File: src/rtl/pmu_pkg.sv
package pmu_pkg;
  localparam int NUM_CH      = 2;
  localparam int EVT_SEL_W   = 8;
  localparam int DATA_W      = 32;
  localparam int CH_BASE     = 2;
  localparam int CH_STRIDE   = 11;
  localparam int STYLE_BASE  = 24;
  localparam int PWR_BIT     = 0;
  localparam logic [DATA_W-1:0] CTRL_WMASK = 32'h03FF_FFFD;

  typedef struct packed {
    logic                 occ_mode;
    logic [EVT_SEL_W-1:0] sel;
    logic [1:0]           priv_en;
    logic                 dbg_hold;
  } chan_cfg_t;

  function automatic chan_cfg_t unpack_chan(input logic [DATA_W-1:0] w, input int ch);
    chan_cfg_t c;
    int b;
    b = CH_BASE + CH_STRIDE * ch;
    c.dbg_hold = w[b];
    c.priv_en  = w[b+1 +: 2];
    c.sel      = w[b+3 +: EVT_SEL_W];
    c.occ_mode = w[STYLE_BASE + ch];
    return c;
  endfunction

  function automatic logic mode_permits(input logic [1:0] priv_en, input logic priv_super);
    return priv_super ? priv_en[1] : priv_en[0];
  endfunction

  function automatic logic event_hit(input logic occ, input logic cur, input logic prv);
    return occ ? (cur & ~prv) : cur;
  endfunction
endpackage

File: src/rtl/pmu_ctrl_reg.sv
module pmu_ctrl_reg
  import pmu_pkg::*;
(
  input  logic              clk,
  input  logic              rst_n,
  input  logic              wr_en,
  input  logic [DATA_W-1:0] wdata,
  output logic [DATA_W-1:0] ctrl_q,
  output logic              pwr_on,
  output chan_cfg_t         cfg [NUM_CH]
);
  always_ff @(posedge clk) begin
    if (!rst_n)     ctrl_q <= '0;
    else if (wr_en) ctrl_q <= wdata & CTRL_WMASK;
  end

  assign pwr_on = ctrl_q[PWR_BIT];

  for (genvar g = 0; g < NUM_CH; g++) begin : g_cfg
    assign cfg[g] = unpack_chan(ctrl_q, g);
  end
endmodule

File: src/rtl/pmu_event_sel.sv
module pmu_event_sel
  import pmu_pkg::*;
#(
  parameter int NUM_EVT = 256,
  localparam int SEL_W  = $clog2(NUM_EVT)
) (
  input  logic [NUM_EVT-1:0] evt_now,
  input  logic [NUM_EVT-1:0] evt_prev,
  input  logic [SEL_W-1:0]   sel,
  input  logic [1:0]         priv_en,
  input  logic               occ_mode,
  input  logic               priv_super,
  input  logic               pwr_on,
  output logic               hit
);
  logic cur_lvl, prv_lvl, qualified;

  assign cur_lvl   = evt_now[sel];
  assign prv_lvl   = evt_prev[sel];
  assign qualified = pwr_on & mode_permits(priv_en, priv_super);
  assign hit       = qualified & event_hit(occ_mode, cur_lvl, prv_lvl);
endmodule

File: src/rtl/pmu_counter.sv
module pmu_counter #(
  parameter int CNT_W = 32
) (
  input  logic             clk,
  input  logic             rst_n,
  input  logic             wr_en,
  input  logic [CNT_W-1:0] wdata,
  input  logic             inc,
  output logic [CNT_W-1:0] cnt_q
);
  always_ff @(posedge clk) begin
    if (!rst_n)     cnt_q <= '0;
    else if (wr_en) cnt_q <= wdata;
    else if (inc)   cnt_q <= cnt_q + 1'b1;
  end
endmodule

File: src/rtl/perf_mon_unit.sv
module perf_mon_unit
  import pmu_pkg::*;
#(
  parameter int ADDR_W = 4,
  parameter int CNT_W  = 32
) (
  input  logic                            clk,
  input  logic                            rst_n,
  input  logic                            bus_wr,
  input  logic [ADDR_W-1:0]               bus_addr,
  input  logic [DATA_W-1:0]               bus_wdata,
  output logic [DATA_W-1:0]               bus_rdata,
  input  logic                            priv_super,
  input  logic [(1<<EVT_SEL_W)-1:0]       evt_in
);
  localparam int NUM_EVT = 1 << EVT_SEL_W;
  localparam int WORD_W  = ADDR_W - 2;

  logic [WORD_W-1:0] word_idx;
  logic              wr_ctrl;
  logic [NUM_CH-1:0] wr_cnt_vec;
  logic [NUM_CH-1:0] inc_vec;
  logic [DATA_W-1:0] ctrl_word;
  logic              pwr_on;
  chan_cfg_t         cfg [NUM_CH];
  logic [CNT_W-1:0]  cnt_q [NUM_CH];
  logic [NUM_EVT-1:0] evt_prev;

  assign word_idx = bus_addr[ADDR_W-1:2];
  assign wr_ctrl  = bus_wr && (word_idx == '0);

  always_ff @(posedge clk) begin
    if (!rst_n) evt_prev <= '0;
    else        evt_prev <= evt_in;
  end

  pmu_ctrl_reg u_ctrl (
    .clk    (clk),
    .rst_n  (rst_n),
    .wr_en  (wr_ctrl),
    .wdata  (bus_wdata),
    .ctrl_q (ctrl_word),
    .pwr_on (pwr_on),
    .cfg    (cfg)
  );

  for (genvar g = 0; g < NUM_CH; g++) begin : g_ch
    assign wr_cnt_vec[g] = bus_wr && (word_idx == WORD_W'(g + 1));

    pmu_event_sel #(.NUM_EVT(NUM_EVT)) u_sel (
      .evt_now    (evt_in),
      .evt_prev   (evt_prev),
      .sel        (cfg[g].sel),
      .priv_en    (cfg[g].priv_en),
      .occ_mode   (cfg[g].occ_mode),
      .priv_super (priv_super),
      .pwr_on     (pwr_on),
      .hit        (inc_vec[g])
    );

    pmu_counter #(.CNT_W(CNT_W)) u_cnt (
      .clk   (clk),
      .rst_n (rst_n),
      .wr_en (wr_cnt_vec[g]),
      .wdata (bus_wdata[CNT_W-1:0]),
      .inc   (inc_vec[g]),
      .cnt_q (cnt_q[g])
    );
  end

  always_comb begin
    bus_rdata = '0;
    if (word_idx == '0) bus_rdata = ctrl_word;
    for (int i = 0; i < NUM_CH; i++)
      if (word_idx == WORD_W'(i + 1)) bus_rdata = DATA_W'(cnt_q[i]);
  end
endmodule

File: config.mk
export PLATFORM = sky130hd
export DESIGN_NAME = perf_mon_unit
export DESIGN_NICKNAME = d
export VERILOG_FILES = /design/src/rtl/pmu_pkg.sv /design/src/rtl/pmu_ctrl_reg.sv /design/src/rtl/pmu_event_sel.sv /design/src/rtl/pmu_counter.sv /design/src/rtl/perf_mon_unit.sv
export SDC_FILE = /design/constraint.sdc
export NUM_CORES = 1
export LEC_CHECK = 0
export BUFFER_PORTS_ARGS = -buffer_cell sky130_fd_sc_hd__buf_2
export CAP_MARGIN = 20
export CORE_MARGIN = 2
export CORE_UTILIZATION = 55
export DETAILED_ROUTE_END_ITERATION = 10
export GPL_ROUTABILITY_DRIVEN = 0
export PLACE_DENSITY = 0.78
export RECOVER_POWER = 50
export SETUP_SLACK_MARGIN = 0.3
export SYNTH_ARGS = -nofsm -noshare
export SYNTH_HDL_FRONTEND = slang
export SYNTH_SLANG_ARGS = --single-unit
File: constraint.sdc
create_clock -name clk -period 4.7 [get_ports clk]
set_clock_uncertainty 0.2 [all_clocks]
set_input_delay 0.235 -clock clk [delete_from_list [all_inputs] [get_ports clk]]
set_output_delay 0.235 -clock clk [all_outputs]
set_load 0.02 [all_outputs]
Word-level counts from Yosys, hierarchy flattened
Index checks and enable logic that the tools add are counted.
{"block": "word_totals", "register_bits": 345, "inputBits": 296, "output_inout_bits": 32, "word_cells": 43}
{"block": "classes", "add_sub_neg": 2, "order_cmp": 2, "n_eq_ne": 2, "muxes": 19, "bitwise": 8, "reduce_logical": 6}
{"cell": "32-bit two-way mux", "n": 6}
{"cell": "32-bit by 1-bit adder with 32-bit output (second input constant)", "n": 2}
{"cell": "1-bit binary-select mux with 8-bit select", "n": 4}
{"cell": "26-bit two-way mux", "n": 1}
{"cell": "8-bit by 9-bit < comparator with 1-bit output (second input constant)", "n": 2}
{"cell": "1-bit two-way mux", "n": 8}
{"cell": "1-bit bitwise AND", "n": 6}
{"cell": "2-bit nonzero test", "n": 2}
{"cell": "1-bit logical AND", "n": 3}
{"cell": "2-bit by 1-bit == test with 1-bit output (second input constant)", "n": 1}
{"cell": "2-bit == test (second input constant)", "n": 1}
{"cell": "2-bit logical NOT", "n": 1}
{"cell": "1-bit NOT", "n": 2}

Logic depth before layout (Yosys ltp)
{"block": "logic_depth", "ltp_word": 8, "ltp_mapped": 16, "depth_no_buf": 10}

Modules after synthesis
Synthesis repeated with hierarchy kept, for this count alone.
{"block": "unflattened", "hier_cells": 2029, "hier_area_um2": 21700.8}
{"module": "pmu_event_sel", "n_inst": 2, "cells_per_inst": 412, "area_each_um2": 4589.4, "seq_area_each_um2": 0.0}
{"module": "perf_mon_unit", "n_inst": 1, "cells_per_inst": 620, "area_each_um2": 7591.0, "seq_area_each_um2": 5124.9}
{"module": "pmu_counter", "n_inst": 2, "cells_per_inst": 236, "area_each_um2": 1860.5, "seq_area_each_um2": 640.6}
{"module": "pmu_ctrl_reg", "n_inst": 1, "cells_per_inst": 113, "area_each_um2": 1209.9, "seq_area_each_um2": 500.5}

Worst setup path after synthesis
No wires, ideal clock.
{"block": "synth_path", "path_type": "reg2reg", "start": "reg u_ctrl.ctrl_q[5]", "end": "reg g_ch[0].u_cnt.cnt_q[29]", "setup_time_ps": 74, "t_arrival_ps": 3102, "t_required_ps": 4426, "path_slack_ps": 1324, "stages_incl_launch_ff": 14, "n_path_buf": 4, "period_less_slack_ps": 3376, "path_cell_list": "dfxtp_1 buf_6 buf_6 buf_6 mux4_4 a22oi_1 a21oi_1 nor3_1 o32ai_1 a211oi_4 nor2_2 buf_6 or4_1 a31oi_1"}
{"block": "synth_via", "elab_chain_cells": 7, "elab_cells_between_ends": 9, "classes_between": "5 x mux; 3 x bitwise; 1 x reduce/logical"}
{"item": "start, declared", "line_no": "pmu_ctrl_reg.sv:8", "rtl": "output logic [DATA_W-1:0] ctrl_q,"}
{"item": "start signal, assigned", "line_no": "pmu_ctrl_reg.sv:14", "rtl": "else if (wr_en) ctrl_q <= wdata & CTRL_WMASK;"}
{"item": "1-bit binary-select mux with 8-bit select", "line_no": "pmu_event_sel.sv:19", "rtl": "assign prv_lvl = evt_prev[sel];"}
{"item": "1-bit two-way mux (implied by the code)", "line_no": "pmu_event_sel.sv:19"}
{"item": "1-bit NOT", "line_no": "pmu_pkg.sv:34", "rtl": "return occ ? (cur & ~prv) : cur;"}
{"item": "1-bit bitwise AND", "line_no": "pmu_pkg.sv:34"}
{"item": "1-bit two-way mux (*)", "line_no": "pmu_pkg.sv:34"}
{"item": "1-bit bitwise AND (*)", "line_no": "pmu_event_sel.sv:21", "rtl": "assign hit = qualified & event_hit(occ_mode, cur_lvl, prv_lvl);"}
{"item": "2-bit nonzero test (no line) (*)"}
{"item": "end signal, assigned", "line_no": "pmu_counter.sv:13", "rtl": "else if (wr_en) cnt_q <= wdata;"}
{"item": "end signal, assigned", "line_no": "pmu_counter.sv:14", "rtl": "else if (inc) cnt_q <= cnt_q + 1'b1;"}
{"item": "end, declared", "line_no": "pmu_counter.sv:9", "rtl": "output logic [CNT_W-1:0] cnt_q"}
Mark *: on every way between the ends. The rest lies on a longest branch, timed or not. The select of a mux whose other input is x is not followed.
A chain may end at the register's enable or synchronous reset.

Worst setup path in the final report
{"block": "layout_path", "start": "reg u_ctrl.ctrl_q[17]", "end": "reg g_ch[1].u_cnt.cnt_q[11]"}
{"block": "layout_via", "elab_chain_cells": 7, "elab_cells_between_ends": 9, "classes_between": "5 x mux; 3 x bitwise; 1 x reduce/logical"}
{"item": "1-bit binary-select mux with 8-bit select", "line_no": "pmu_event_sel.sv:19"}
{"item": "1-bit two-way mux (implied by the code)", "line_no": "pmu_event_sel.sv:19"}
{"item": "1-bit NOT", "line_no": "pmu_pkg.sv:34"}
{"item": "1-bit bitwise AND", "line_no": "pmu_pkg.sv:34"}
{"item": "1-bit two-way mux (*)", "line_no": "pmu_pkg.sv:34"}
{"item": "1-bit bitwise AND (*)", "line_no": "pmu_event_sel.sv:21"}
{"item": "2-bit nonzero test (no line) (*)"}
{"item": "end signal, assigned", "line_no": "pmu_counter.sv:13"}
{"item": "end signal, assigned", "line_no": "pmu_counter.sv:14"}
{"item": "end, declared", "line_no": "pmu_counter.sv:9"}
Marked as above.

==> metrics.md <==
| Metric | Value |
|---|---|
| Status | finished with violations |
| Failing checks | capacitance limit, slew limit |
| YS warnings | 0 |
| Layout cells sized above 1 | 28.2% |
| Synth unique cells | 71 |
| Core area | approximately 37000 µm² |
| HPWL Detailed | 48500 µm |
| Multiplexer area fraction after synthesis | 31.0% |
| Final Cycle Share | 90.8% |
| Die X | just under 200 µm |
| Relative slew slack | -111% |
| Syn Inst Count | 1929 |
| Max Slew Vio Count | 243 |
| Die Height | 197 µm |
| Clock Sinks | 345 |
| Initial antenna violation count | 12 |
| Worst VDD drop | 218 µV |
| Clock tree buffer depth | 3 |
| DRC viols | 0 |
| Arrival @ worst endpoint | 4.44 ns |
| Routed Antenna Nets | 0 |
| RSZ-0062 raised after global routing | true |
| Largest family of logic cells by synthesized area | multiplexers |
| Tot GR Track Use | 41.5% |
| Asr flop ratio synth | 0% |
| Final Critical Period | 4.27 ns |
| Rows | 70 |
| TritonCTS Buffers | 40 |
| Mapped Area | 20600 µm² |
| TNS Setup | 0 ns |
| #FFs+latches synth | 345 |
| Vias in the first global route | 20900 |
| Initial Utilization | between 50% and 60% |
| Fin util | 73.0% |
| Die Area | 39000 µm² |
| Root Driver | clkbuf_16 |
| Post-synth top area cell | dfxtp_1 |
| Fill cells | ~2400 |
| HP Class | in2reg |
| Detailed Route WL | 82100 µm |
| Power per Cell Area | around 290 nW/µm² |
| Synth Flop Type | dfxtp_1 |
| Static leakage | 9.77 nW |
| Post-synthesis net count | 2227 |
| Crit start category | flop |
| Clk slew on worst S/H paths | ~0.06 ns |
| Post-Synth Simple-Gate Area | between 15 and 20% |
| DR vias/cell | 6.79 |
| Fmax achieved | 234 MHz |
| Crit. End Element | flop |
| Final nets | around 2800 |
| First-pass GRT wire length | 121000 µm |
| Tightest Pin Transition | 3.17 ns |
| Number of synthesized flops with an enable pin | 0 |
| Clock Latency Late Sink | 0.57 ns |
| Max-cap violation count | 2 |
| Final setup vio count | 0 |
| Vias | a little over 20000 |
| Complex-gate fraction of the synthesized area | approximately an eighth |
| GRT overflow | 0 |
| Initial drt markers | 2432 |
| Ports | approximately 330 |
| Final hold vios | 0 |
| CTS tree | done |
| Worst EP required | 4.87 ns |
| Area Overhead vs Synth | 30.2% |
| Largest net degree at the start of global routing | 190 |
| Dominant cells by area after synthesis | dfxtp_1 34%, mux4_2 24%, and2_1 8.0%, mux2i_1 5.1%, a22oi_1 2.6% |
| CP Max Fanout | 39 |
| WL/cell | 27.5 µm |
| CP Class | reg2reg |
| Mean Syn Cell Area | about 11 µm² |
| Drt pass-1 iters | 7 |
| Synth Area in XOR/XNOR | 1.57% |
| Post-synthesis adder-cell area fraction | 0.122% |
| H-tree depth | 2 |
| Sequential area share after synthesis | 33.6% |
| Synth top area share | between 30% and 40% |
| Port Buf Inserts | 325 |
[path summary, 6_finish.rpt]
kind,from,end,slack [ns],depth (start not counted)
worst min-delay path,evt_in[50],evt_prev[50],0.24,3
worst max-delay path,u_ctrl.ctrl_q[17],g_ch[1].u_cnt.cnt_q[11],0.43,11
worst max register to register,u_ctrl.ctrl_q[17],g_ch[1].u_cnt.cnt_q[11],0.43,11
worst min register to register,u_ctrl.ctrl_q[13],u_ctrl.ctrl_q[13],0.25,2
[cells in the final DEF, fill, tap and decap left out, types with 88 or more instances in the layout]
cell type,synthesis,final
mux4_2,221,221
a21oi_1,105,105
buf_2,34,324
nand2_1,130,130
dfxtp_1,345,339
o21ai_0,98,98
dlygate4sd3_1,1,289
and2_1,264,176
mux2i_1,104,104
and2_0,0,88
[cell families (layout without fill, tap and decap cells)]
group | after synthesis | in the layout
multiplexers | 345 | 345
adder cells (fa/ha/maj) | 2 | 2
AND/OR/NAND/NOR | 630 | 630
other | 0 | 10
AO/OA/AOI/OAI | 384 | 384
buffers and inverters | 186 | 768
flip-flops | 345 | 345
XOR/XNOR | 37 | 37
[worst max-delay path: stages (launching register included)]
cell and delay, ns:
dfxtp_4 0.78, buf_4 0.41, mux4_2 0.55, nor2b_1 0.14, a211oi_1 0.43, a2111oi_0 0.14, nor4_1 0.51, o31a_1 0.29
buf_12 0.21, nor4_1 0.10, xnor2_1 0.17, a21oi_1 0.10
[metrics by stage]
stage	cells	area, µm²	setup WS [ns]	power, mW	hold slack (ns)
2_1_floorplan	1929	20600	1.32	3.90	0.157
3_3_place_gp	2618	22500	0.572	4.30	0.240
3_5_place_dp	2618	22500	0.511	4.33	0.246
4_1_cts	2976	26700	0.436	7.63	0.167
5_1_grt	2986	26800	0.272	7.95	0.264
6_report	2989	26800	0.431	7.78	0.241
[power breakdown]
part | internal [mW] | leakage, nW | switching (mW)
combinational | 0.704 | 6.26 | 0.656
clock | 1.90 | 0.640 | 1.29
sequential | 3.08 | 2.87 | 0.146
[timing repair]
action	CTS	global route
setup buffers	0	3
hold endpoints to repair	345	0
gates resized for setup	0	0
hold buffers	289	0
endpoints found under the setup margin	0	42
[area by class of cell]
| cell class | count | area, µm² | share of cell area [%] |
|---|---|---|---|
| sequential | 345 | 6930 | 25.9 |
| clock buffer | 57 | 1140 | 4.24 |
| timing repair buffer | 689 | 5230 | 19.5 |
| antenna | 10 | 25.0 | 0.0934 |
| tap | 468 | 586 | 2.19 |
| inverter | 10 | 37.5 | 0.140 |
| clock inverter | 12 | 178 | 0.663 |
| multi-input combinational | 1398 | 12700 | 47.3 |
[per-layer routing]
layer | vias to the layer above | wire (µm) | GRT usage, %
met3 | 519 | 9720 | 11.9
met1 | 9682 | 27900 | 48.4
li1 | 8436 | - | -
met4 | 8 | 6420 | 29.1
met5 | - | 56 | 0
met2 | 1654 | 38000 | 66.1
[Yosys cell counts, types with 4 or more instances]
library cell / number
a2111oi_0: 4
a211oi_1: 15
a21oi_1: 105
a22o_1: 12
a22oi_1: 71
a311oi_1: 9
a31oi_1: 23
and2_1: 264
and3_1: 10
and4_1: 5
buf_1: 10
buf_2: 34
buf_4: 26
buf_6: 14
clkbuf_1: 84
dfxtp_1: 345
inv_1: 9
mux2_2: 11
mux2i_1: 104
mux4_1: 6
mux4_2: 221
nand2_1: 130
nand2b_1: 7
nand3_1: 37
nand4_1: 13
nor2_1: 38
nor2b_1: 29
nor3_1: 30
nor3b_1: 5
nor4_1: 16
o211ai_1: 6
o21ai_0: 98
o22ai_1: 5
o31ai_1: 11
or3_1: 18
or4_1: 11
xnor2_1: 31
xor2_1: 6
[sequential cells by signal, indices dropped and copies added (netlist names)]
register          count
evt_prev            256
g_ch.u_cnt.cnt_q     64
u_ctrl.ctrl_q        25
No activity file was read; power rests on OpenSTA's default activity.
